===== src/rtl/usbf_pkg.sv =====
package usbf_pkg;
  typedef enum logic [1:0] {
    ST_IDLE   = 2'd0,
    ST_RD_OE  = 2'd1,
    ST_RD_ACT = 2'd2,
    ST_WR     = 2'd3
  } usbf_state_e;
endpackage


===== src/rtl/usbf_seq.sv =====
module usbf_seq
  import usbf_pkg::*;
(
  input  logic clk_i,
  input  logic rst_i,
  input  logic rxf_n_i,
  input  logic txe_n_i,
  input  logic rx_full_i,
  input  logic tx_valid_i,
  output logic capture_o,
  output logic wr_load_o,
  output logic wr_done_o,
  output logic oe_n_o,
  output logic rd_n_o,
  output logic wr_n_o,
  output logic drive_o
);
  usbf_state_e state_q, state_d;

  always_comb begin
    state_d = state_q;
    case (state_q)
      ST_IDLE: begin
        if (!rxf_n_i && !rx_full_i)            state_d = ST_RD_OE;
        else if (rxf_n_i && !txe_n_i && tx_valid_i) state_d = ST_WR;
      end
      ST_RD_OE:  state_d = rxf_n_i ? ST_IDLE : ST_RD_ACT;
      ST_RD_ACT: state_d = ST_IDLE;
      ST_WR:     state_d = ST_IDLE;
      default:   state_d = ST_IDLE;
    endcase
  end

  assign capture_o = (state_q == ST_RD_ACT) && !rxf_n_i;
  assign wr_done_o = (state_q == ST_WR) && !txe_n_i;
  assign wr_load_o = (state_q == ST_IDLE) && (state_d == ST_WR);

  always_ff @(posedge clk_i) begin
    if (rst_i) begin
      state_q <= ST_IDLE;
      oe_n_o  <= 1'b1;
      rd_n_o  <= 1'b1;
      wr_n_o  <= 1'b1;
      drive_o <= 1'b0;
    end else begin
      state_q <= state_d;
      oe_n_o  <= !((state_d == ST_RD_OE) || (state_d == ST_RD_ACT));
      rd_n_o  <= !(state_d == ST_RD_ACT);
      wr_n_o  <= !(state_d == ST_WR);
      drive_o <= (state_d == ST_WR);
    end
  end

  p_no_overlap_r7: assert property (@(posedge clk_i) disable iff (rst_i)
    !(!wr_n_o && (!rd_n_o || !oe_n_o)));
  p_oe_first_r2: assert property (@(posedge clk_i) disable iff (rst_i)
    $fell(rd_n_o) |-> $past(!oe_n_o));
  p_rd_start_r2: assert property (@(posedge clk_i) disable iff (rst_i)
    $fell(oe_n_o) |-> $past(!rxf_n_i));
  p_wr_txe_r6: assert property (@(posedge clk_i) disable iff (rst_i)
    $fell(wr_n_o) |-> $past(!txe_n_i));
  p_rd_prio_r7: assert property (@(posedge clk_i) disable iff (rst_i)
    $fell(wr_n_o) |-> $past(rxf_n_i));
  p_turn_rw_r8: assert property (@(posedge clk_i) disable iff (rst_i)
    $rose(drive_o) |-> $past(oe_n_o));
  p_turn_wr_r8: assert property (@(posedge clk_i) disable iff (rst_i)
    $fell(oe_n_o) |-> $past(!drive_o));
  p_drive_wr_r9: assert property (@(posedge clk_i) disable iff (rst_i)
    drive_o |-> !wr_n_o);
endmodule


===== src/rtl/usbf_rx_hold.sv =====
module usbf_rx_hold #(
  parameter int DATA_W = 8
) (
  input  logic              clk_i,
  input  logic              rst_i,
  input  logic              capture_i,
  input  logic [DATA_W-1:0] din_i,
  input  logic              ready_i,
  output logic              valid_o,
  output logic [DATA_W-1:0] data_o
);
  always_ff @(posedge clk_i) begin
    if (rst_i) begin
      valid_o <= 1'b0;
      data_o  <= '0;
    end else if (capture_i) begin
      valid_o <= 1'b1;
      data_o  <= din_i;
    end else if (valid_o && ready_i) begin
      valid_o <= 1'b0;
    end
  end

  p_hold_r4: assert property (@(posedge clk_i) disable iff (rst_i)
    (valid_o && !ready_i) |=> (valid_o && $stable(data_o)));
endmodule


===== src/rtl/usbf_tx_launch.sv =====
module usbf_tx_launch #(
  parameter int DATA_W = 8
) (
  input  logic              clk_i,
  input  logic              rst_i,
  input  logic              load_i,
  input  logic [DATA_W-1:0] din_i,
  output logic [DATA_W-1:0] bus_o
);
  always_ff @(posedge clk_i) begin
    if (rst_i)       bus_o <= '0;
    else if (load_i) bus_o <= din_i;
  end

  p_launch_r5: assert property (@(posedge clk_i) disable iff (rst_i)
    load_i |=> (bus_o == $past(din_i)));
endmodule


===== src/rtl/usbf_bridge.sv =====
module usbf_bridge #(
  parameter int DATA_W = 8
) (
  input  logic              clk_i,
  input  logic              rst_i,
  input  logic              rxf_n_i,
  input  logic              txe_n_i,
  input  logic [DATA_W-1:0] bus_in_i,
  output logic [DATA_W-1:0] bus_out_o,
  output logic              bus_drive_o,
  output logic              oe_n_o,
  output logic              rd_n_o,
  output logic              wr_n_o,
  output logic [DATA_W-1:0] rx_data_o,
  output logic              rx_valid_o,
  input  logic              rx_ready_i,
  input  logic [DATA_W-1:0] tx_data_i,
  input  logic              tx_valid_i,
  output logic              tx_ready_o
);
  logic capture, wr_load, wr_done;

  usbf_seq u_seq (
    .clk_i      (clk_i),
    .rst_i      (rst_i),
    .rxf_n_i    (rxf_n_i),
    .txe_n_i    (txe_n_i),
    .rx_full_i  (rx_valid_o),
    .tx_valid_i (tx_valid_i),
    .capture_o  (capture),
    .wr_load_o  (wr_load),
    .wr_done_o  (wr_done),
    .oe_n_o     (oe_n_o),
    .rd_n_o     (rd_n_o),
    .wr_n_o     (wr_n_o),
    .drive_o    (bus_drive_o)
  );

  usbf_rx_hold #(.DATA_W(DATA_W)) u_rx (
    .clk_i     (clk_i),
    .rst_i     (rst_i),
    .capture_i (capture),
    .din_i     (bus_in_i),
    .ready_i   (rx_ready_i),
    .valid_o   (rx_valid_o),
    .data_o    (rx_data_o)
  );

  usbf_tx_launch #(.DATA_W(DATA_W)) u_tx (
    .clk_i  (clk_i),
    .rst_i  (rst_i),
    .load_i (wr_load),
    .din_i  (tx_data_i),
    .bus_o  (bus_out_o)
  );

  assign tx_ready_o = wr_done;

  p_cap_r3: assert property (@(posedge clk_i) disable iff (rst_i)
    $rose(rx_valid_o) |-> ($past(!rd_n_o) && $past(!rxf_n_i)));
  p_txr_r5: assert property (@(posedge clk_i) disable iff (rst_i)
    tx_ready_o |-> (!wr_n_o && bus_drive_o));
endmodule


===== config.mk =====
export PLATFORM = sky130hd
export DESIGN_NAME = usbf_bridge
export DESIGN_NICKNAME = d
export VERILOG_FILES = /design/src/rtl/usbf_pkg.sv /design/src/rtl/usbf_seq.sv /design/src/rtl/usbf_rx_hold.sv /design/src/rtl/usbf_tx_launch.sv /design/src/rtl/usbf_bridge.sv
export SDC_FILE = /design/constraint.sdc
export NUM_CORES = 1
export LEC_CHECK = 0
export BUFFER_PORTS_ARGS = -buffer_cell sky130_fd_sc_hd__buf_2
export CAP_MARGIN = 10
export CORE_MARGIN = 2
export CORE_UTILIZATION = 30
export CTS_CLUSTER_DIAMETER = 100
export DETAILED_ROUTE_END_ITERATION = 10
export HOLD_SLACK_MARGIN = 0.08
export PLACE_DENSITY = 0.65
export SETUP_SLACK_MARGIN = 0.5
export SLEW_MARGIN = 20
export SYNTH_ARGS = -nofsm -noshare
export SYNTH_HDL_FRONTEND = slang
export SYNTH_SLANG_ARGS = --single-unit

===== constraint.sdc =====
create_clock -name clk_i -period 1.72 [get_ports clk_i]
set_clock_uncertainty 0.05 [all_clocks]
set_input_delay 0.43 -clock clk_i [delete_from_list [all_inputs] [get_ports clk_i]]
set_output_delay 0.43 -clock clk_i [all_outputs]
set_load 0.01 [all_outputs]

# Yosys cells after proc, flatten, opt, wreduce, memory -nomap -nowiden

Cells that the tools add are included.

Flip-flop bits (word level): 23
Input port bits: 22
Output and inout port bits: 22
Word-level logic and storage cells: 37

Equal/unequal tests: 6
Mux-type cells: 6
Reductions and logical operators: 17

Operator list:

| cell                                                             | count |
|---|---|
| 2-bit == test (second input constant)                            | 4 |
| 1-bit logical AND                                                | 7 |
| 1-bit zero test                                                  | 6 |
| 2-bit two-way mux                                                | 3 |
| 2-bit one-hot mux with 3 select lines                            | 1 |
| 2-bit by 1-bit == test with 1-bit output (second input constant) | 2 |
| 2-bit zero test                                                  | 1 |
| 1-bit two-way mux                                                | 2 |
| 2-bit nonzero test                                               | 1 |
| 2-bit OR reduction                                               | 1 |
| 1-bit logical OR                                                 | 1 |

# Logic depth before layout (Yosys ltp)

Word-level depth: 9
Gate-level depth with buffers: 6

# By module

Synthesis repeated with hierarchy kept, for this count alone.

Cells, all modules: 82
Area, all modules: 902.1 um^2

By module, submodules not included:

| module         | instances | cells an instance | area an instance (um^2) | seq. area each (um^2) |
|---|---|---|---|---|
| usbf_rx_hold   | 1         | 30                | 321.6                   | 180.2 |
| usbf_seq       | 1         | 26                | 295.3                   | 120.1 |
| usbf_tx_launch | 1         | 26                | 285.3                   | 160.2 |

# Least setup slack after synthesis

No wires, ideal clock.

Path kind: input to register
From: input port rxf_n_i
To: register u_tx.bus_o[0]
Setup time: 72 ps
Data arrival time: 1701 ps
Slack: -102 ps
Stages: 6
Buffers on the path: 1
Path through: or2_1 > a211oi_1 > ha_1 > nor3b_1 > buf_4 > mux2i_1

Cells in the longest elaborated chain, start to end: 7
Elaborated cells between the ends (all ways): 10

RTL lines:

| item                                    | line                 | text |
|---|---|---|
| start, declared                         | usbf_bridge.sv:6     | `input logic rxf_n_i,` |
| 1-bit logical AND (2 in a row)          | usbf_seq.sv:25       | `else if (rxf_n_i && !txe_n_i && tx_valid_i) state_d = ST_WR;` |
| 2-bit two-way mux                       | usbf_seq.sv:25       |  |
| 2-bit two-way mux *                     | usbf_seq.sv:24       | `if (!rxf_n_i && !rx_full_i) state_d = ST_RD_OE;` |
| 2-bit one-hot mux with 3 select lines * | usbf_seq.sv:22       | `case (state_q)` |
| net u_seq.state_d[0]                    | usbf_seq.sv:18       | `usbf_state_e state_q, state_d;` |
| 2-bit == test *                         | usbf_seq.sv:36       | `assign wr_load_o = (state_q == ST_IDLE) && (state_d == ST_WR);` |
| 1-bit logical AND *                     | usbf_seq.sv:36       |  |
| end signal, assigned                    | usbf_tx_launch.sv:12 | `else if (load_i) bus_o <= din_i;` |
| end, declared                           | usbf_tx_launch.sv:8  | `output logic [DATA_W-1:0] bus_o` |

Mark *: on every way through the listed nets, which the timed path passes. The rest lies on a longest branch.
A chain may end at the register's enable or synchronous reset.

# Worst setup path in the final report

From: register u_rx.valid_o
To: register u_seq.oe_n_o

Cells in the longest elaborated chain, start to end: 7
Elaborated cells between the ends (all ways): 8

RTL lines:

| item                                                                      | line               | text |
|---|---|---|
| start, declared                                                           | usbf_rx_hold.sv:9  | `output logic valid_o,` |
| start signal, assigned                                                    | usbf_rx_hold.sv:14 | `valid_o <= 1'b0;` |
| start signal, assigned                                                    | usbf_rx_hold.sv:17 | `valid_o <= 1'b1;` |
| start signal, assigned                                                    | usbf_rx_hold.sv:20 | `valid_o <= 1'b0;` |
| 1-bit zero test *                                                         | usbf_seq.sv:24     |  |
| 1-bit logical AND *                                                       | usbf_seq.sv:24     |  |
| 2-bit two-way mux *                                                       | usbf_seq.sv:24     |  |
| 2-bit one-hot mux with 3 select lines *                                   | usbf_seq.sv:22     |  |
| 2-bit by 1-bit == test with 1-bit output or 2-bit == test (tied branches) | usbf_seq.sv:47     | `oe_n_o <= !((state_d == ST_RD_OE) \|\| (state_d == ST_RD_ACT));` |
| 1-bit logical OR *                                                        | usbf_seq.sv:47     |  |
| 1-bit zero test *                                                         | usbf_seq.sv:47     |  |
| end signal, assigned                                                      | usbf_seq.sv:47     |  |
| end, declared                                                             | usbf_seq.sv:13     | `output logic oe_n_o,` |

Every way passes the cells marked *; elsewhere a longest branch is shown, timed or not.

==> results.md <==
* Outcome: complete, but fails checks
* Failing checks: negative setup slack
* Post-synth net total at 124
* Max Cap Viol at 0
* Fin area at 1730 um^2
* Register cell area after layout at 492 um^2
* Pin count of the biggest net entering global routing at 40
* Cells after Synth at 99
* Clk_lat worst skew at 0.31 ns
* Slowest CP cell: dfxtp_2
* Top Ports at 44
* RSZ-0062 raised after global routing: true
* Die height at 62.8 um
* ANT nets after route at 0
* CTS Hold Bufs at 0
* First-pass GRT wire length at 3920 um
* Tmin final at 1.77 ns
* CP bufs+invs at 2
* Htree depth at 1
* Worst EP arrival at 1.93 ns
* Clock sinks at 23
* Synthesized flop and latch total at 23
* Hold WS at 0.307 ns
* Initial Util at 31.1%
* Area contributors post-synth: dfxtp_1, nand2b_1, mux2i_1
* Core footprint at 3340 um^2
* Port Buffers at 43
* Final setup violation count at 1
* Asr flop ratio synth at 0%
* Most frequent CP cell: or2_4
* Syn. warnings at 0
* Final WS setup at -0.0522 ns
* Ant diodes at 0
* R2r startpoint: u_rx.valid_o$_SDFFE_PP0P_
* Main flop type after synthesis: dfxtp_1
* Worst-Margin Slew at 0.516 ns
* Root Buffer: clkbuf_4
* Post-synth top cells: nand2b_1, dfxtp_1, mux2i_1, clkbuf_1, ha_1
* Mean Syn Cell Area at 10.5 um^2
* Peak VDD IR at 268 uV
* Post-synth EDFFs at 0
* Routed WL at 2550 um
* Critical Path Fanout Max at 3
* Residual DRC at 0
* Vias in the first global route at 938
* Mapped Area at 1040 um^2
* Initial antenna violation count at 0
* Die area at 3940 um^2
* Pre-CTS setup slack at -0.236 ns
* Share of layout cells above drive strength 1 at 63.0%
* Die span in x at 62.8 um
* Post-synth top area cell: dfxtp_1
* Gr usage total at 12.3%
* Fin. Hold Viols at 0
* Crit path required time at 1.87 ns
* Vias per cell at 4.28
* Area of the multi-input gates at 624 um^2
* Register area share after synthesis at 44.4%
* Most numerous cell in the Yosys netlist: nand2b_1
* Hold Crit Class: in -> reg
* FF-to-FF setup slack at -0.05 ns
* CP endpoint kind: register
* Pwr dens at 604 nW/um^2
* Fmax at 564 MHz
* Crit path cell chain: or2_4, buf_4, buf_6, a211o_1, ha_4, or2_4
* Fillers at 314
* Cell Rows at 21
* Routability cong. at 0.671
* DP Cell Count at 192
* Max stage delay on crit path at 0.35 ns
* Critical path type: reg -> reg
* Vias at 891
* CTS Buffer Depth at 2
* GRT Residual Overflow at 0
* Clk slew on worst S/H paths at 0.13 ns
* Max Slew Vio Count at 0
* Period utilisation layout at 103%
* Number of buffers created by CTS at 3
* CTS tree: built
* Leak at 0.723 nW
* Detailed Routing Iterations Pass 1 at 4
* Non-filler cells, final at 208
* Yosys top cell area share at 44.4%
* Min-delay src: bus_in_i[2]
* Tot Pwr at 1.04 mW
* DR WL/cell at 12.3 um
* DP Area at 1370 um^2
* Area growth syn-to-layout at 66.6%
* Worst rel slew slack at 65.6%
* Initial DRC Count at 15
* Crit path max-delay family: simple AND/OR/NAND/NOR gates
* Crit start category: register
* NumNets Final at 188
* Setup crit start: u_rx.valid_o$_SDFFE_PP0P_
* Dpl hpwl at 1590 um
* Post-synth cell types at 22
-- final timing paths --
path / end / cells past startpoint
worst min-delay path: u_rx.data_o[2]$_SDFFE_PP0P_ / 3
worst max-delay path: u_seq.oe_n_o$_SDFF_PP1_ / 6
worst min register to register: u_rx.data_o[4]$_SDFFE_PP0P_ / 2
worst max register to register: u_seq.oe_n_o$_SDFF_PP1_ / 6
-- report_power, final --
| group | leakage (nW) | switching (mW) | total (mW) | internal, mW |
|---|---|---|---|---|
| registers | 0.196 | 0.0151 | 0.568 | 0.553 |
| clock network | 0.0177 | 0.162 | 0.249 | 0.0867 |
| logic | 0.510 | 0.0885 | 0.228 | 0.139 |
| total | 0.723 | 0.266 | 1.04 | 0.778 |
-- through the flow --
stage / util (%) / TNS [ns]
floorplan: - / 0
global placement: 41.1 / -1.30
detailed placement: 41.1 / -1.83
CTS: 47.7 / -0.00145
global route: 51.8 / -0.502
finish: 51.8 / -0.0522
-- metal layers --
layer / vias up / part of all wire, % / routed length [um] / global-route usage (%)
met5: - / 0 / 0 / 0
met4: 0 / 1.3 / 34 / 6.67
met3: 2 / 3.1 / 80 / 1.44
met2: 20 / 56 / 1420 / 23.0
met1: 416 / 40 / 1010 / 13.4
li1: 453 / - / - / -
-- state kept, by name, indices dropped and copies added (netlist names) --
register and flops:
u_rx.data_o 8, u_rx.valid_o 1, u_seq.drive_o 1, u_seq.oe_n_o 1, u_seq.rd_n_o 1, u_seq.state_q 2, u_seq.wr_n_o 1, u_tx.bus_o 8
-- layout make-up --
type                       count  area share [%]
clock buffer                   3            1.30
multi-input combinational     70            36.1
tap                           46            3.33
clock inverter                 1           0.290
timing repair buffer          65            30.5
sequential                    23            28.5
-- worst register-to-register path: cells and delay by family (launching register included) --
| family | cells | cell delay, ns |
|---|---|---|
| AOI/OAI and AO/OA | 1 | 0.33 |
| DFF | 1 | 0.35 |
| and+or+nand+nor | 2 | 0.48 |
| adders and majority gates | 1 | 0.23 |
| buffers and inverters | 2 | 0.25 |
-- cells by family after synthesis --
group | after synthesis | share of synthesized area (%)
simple gates | 45 | 28.0
mux | 16 | 15.4
buf+inv | 6 | 3.38
flops | 23 | 44.4
fa+ha+maj | 3 | 3.62
compound gates | 6 | 5.19
-- timing repair --
| action | CTS | global route |
|---|---|---|
| endpoints found under the setup margin | 43 | 43 |
| gates cloned | 0 | 1 |
| setup buffers | 6 | 5 |
| pin swaps | 1 | 4 |
| gates resized for setup | 39 | 22 |
-- cell usage in the layout, fill, tap and decap left out, drive strengths merged --
cell | netlist | final
a211oi | 2 | 2
a211o | 1 | 1
clkbuf | 4 | 3
or2 | 2 | 2
nor3b | 2 | 2
ha | 3 | 3
nand2 | 1 | 1
nor2b | 2 | 2
nand4bb | 1 | 1
a21oi | 1 | 1
o21ba | 1 | 1
a2111oi | 1 | 1
mux2i | 16 | 16
clkinv | 0 | 1
buf | 2 | 65
nor2 | 1 | 1
dfxtp | 23 | 23
nand3b | 1 | 1
nand2b | 35 | 35
No activity file was read; power rests on OpenSTA's default activity.
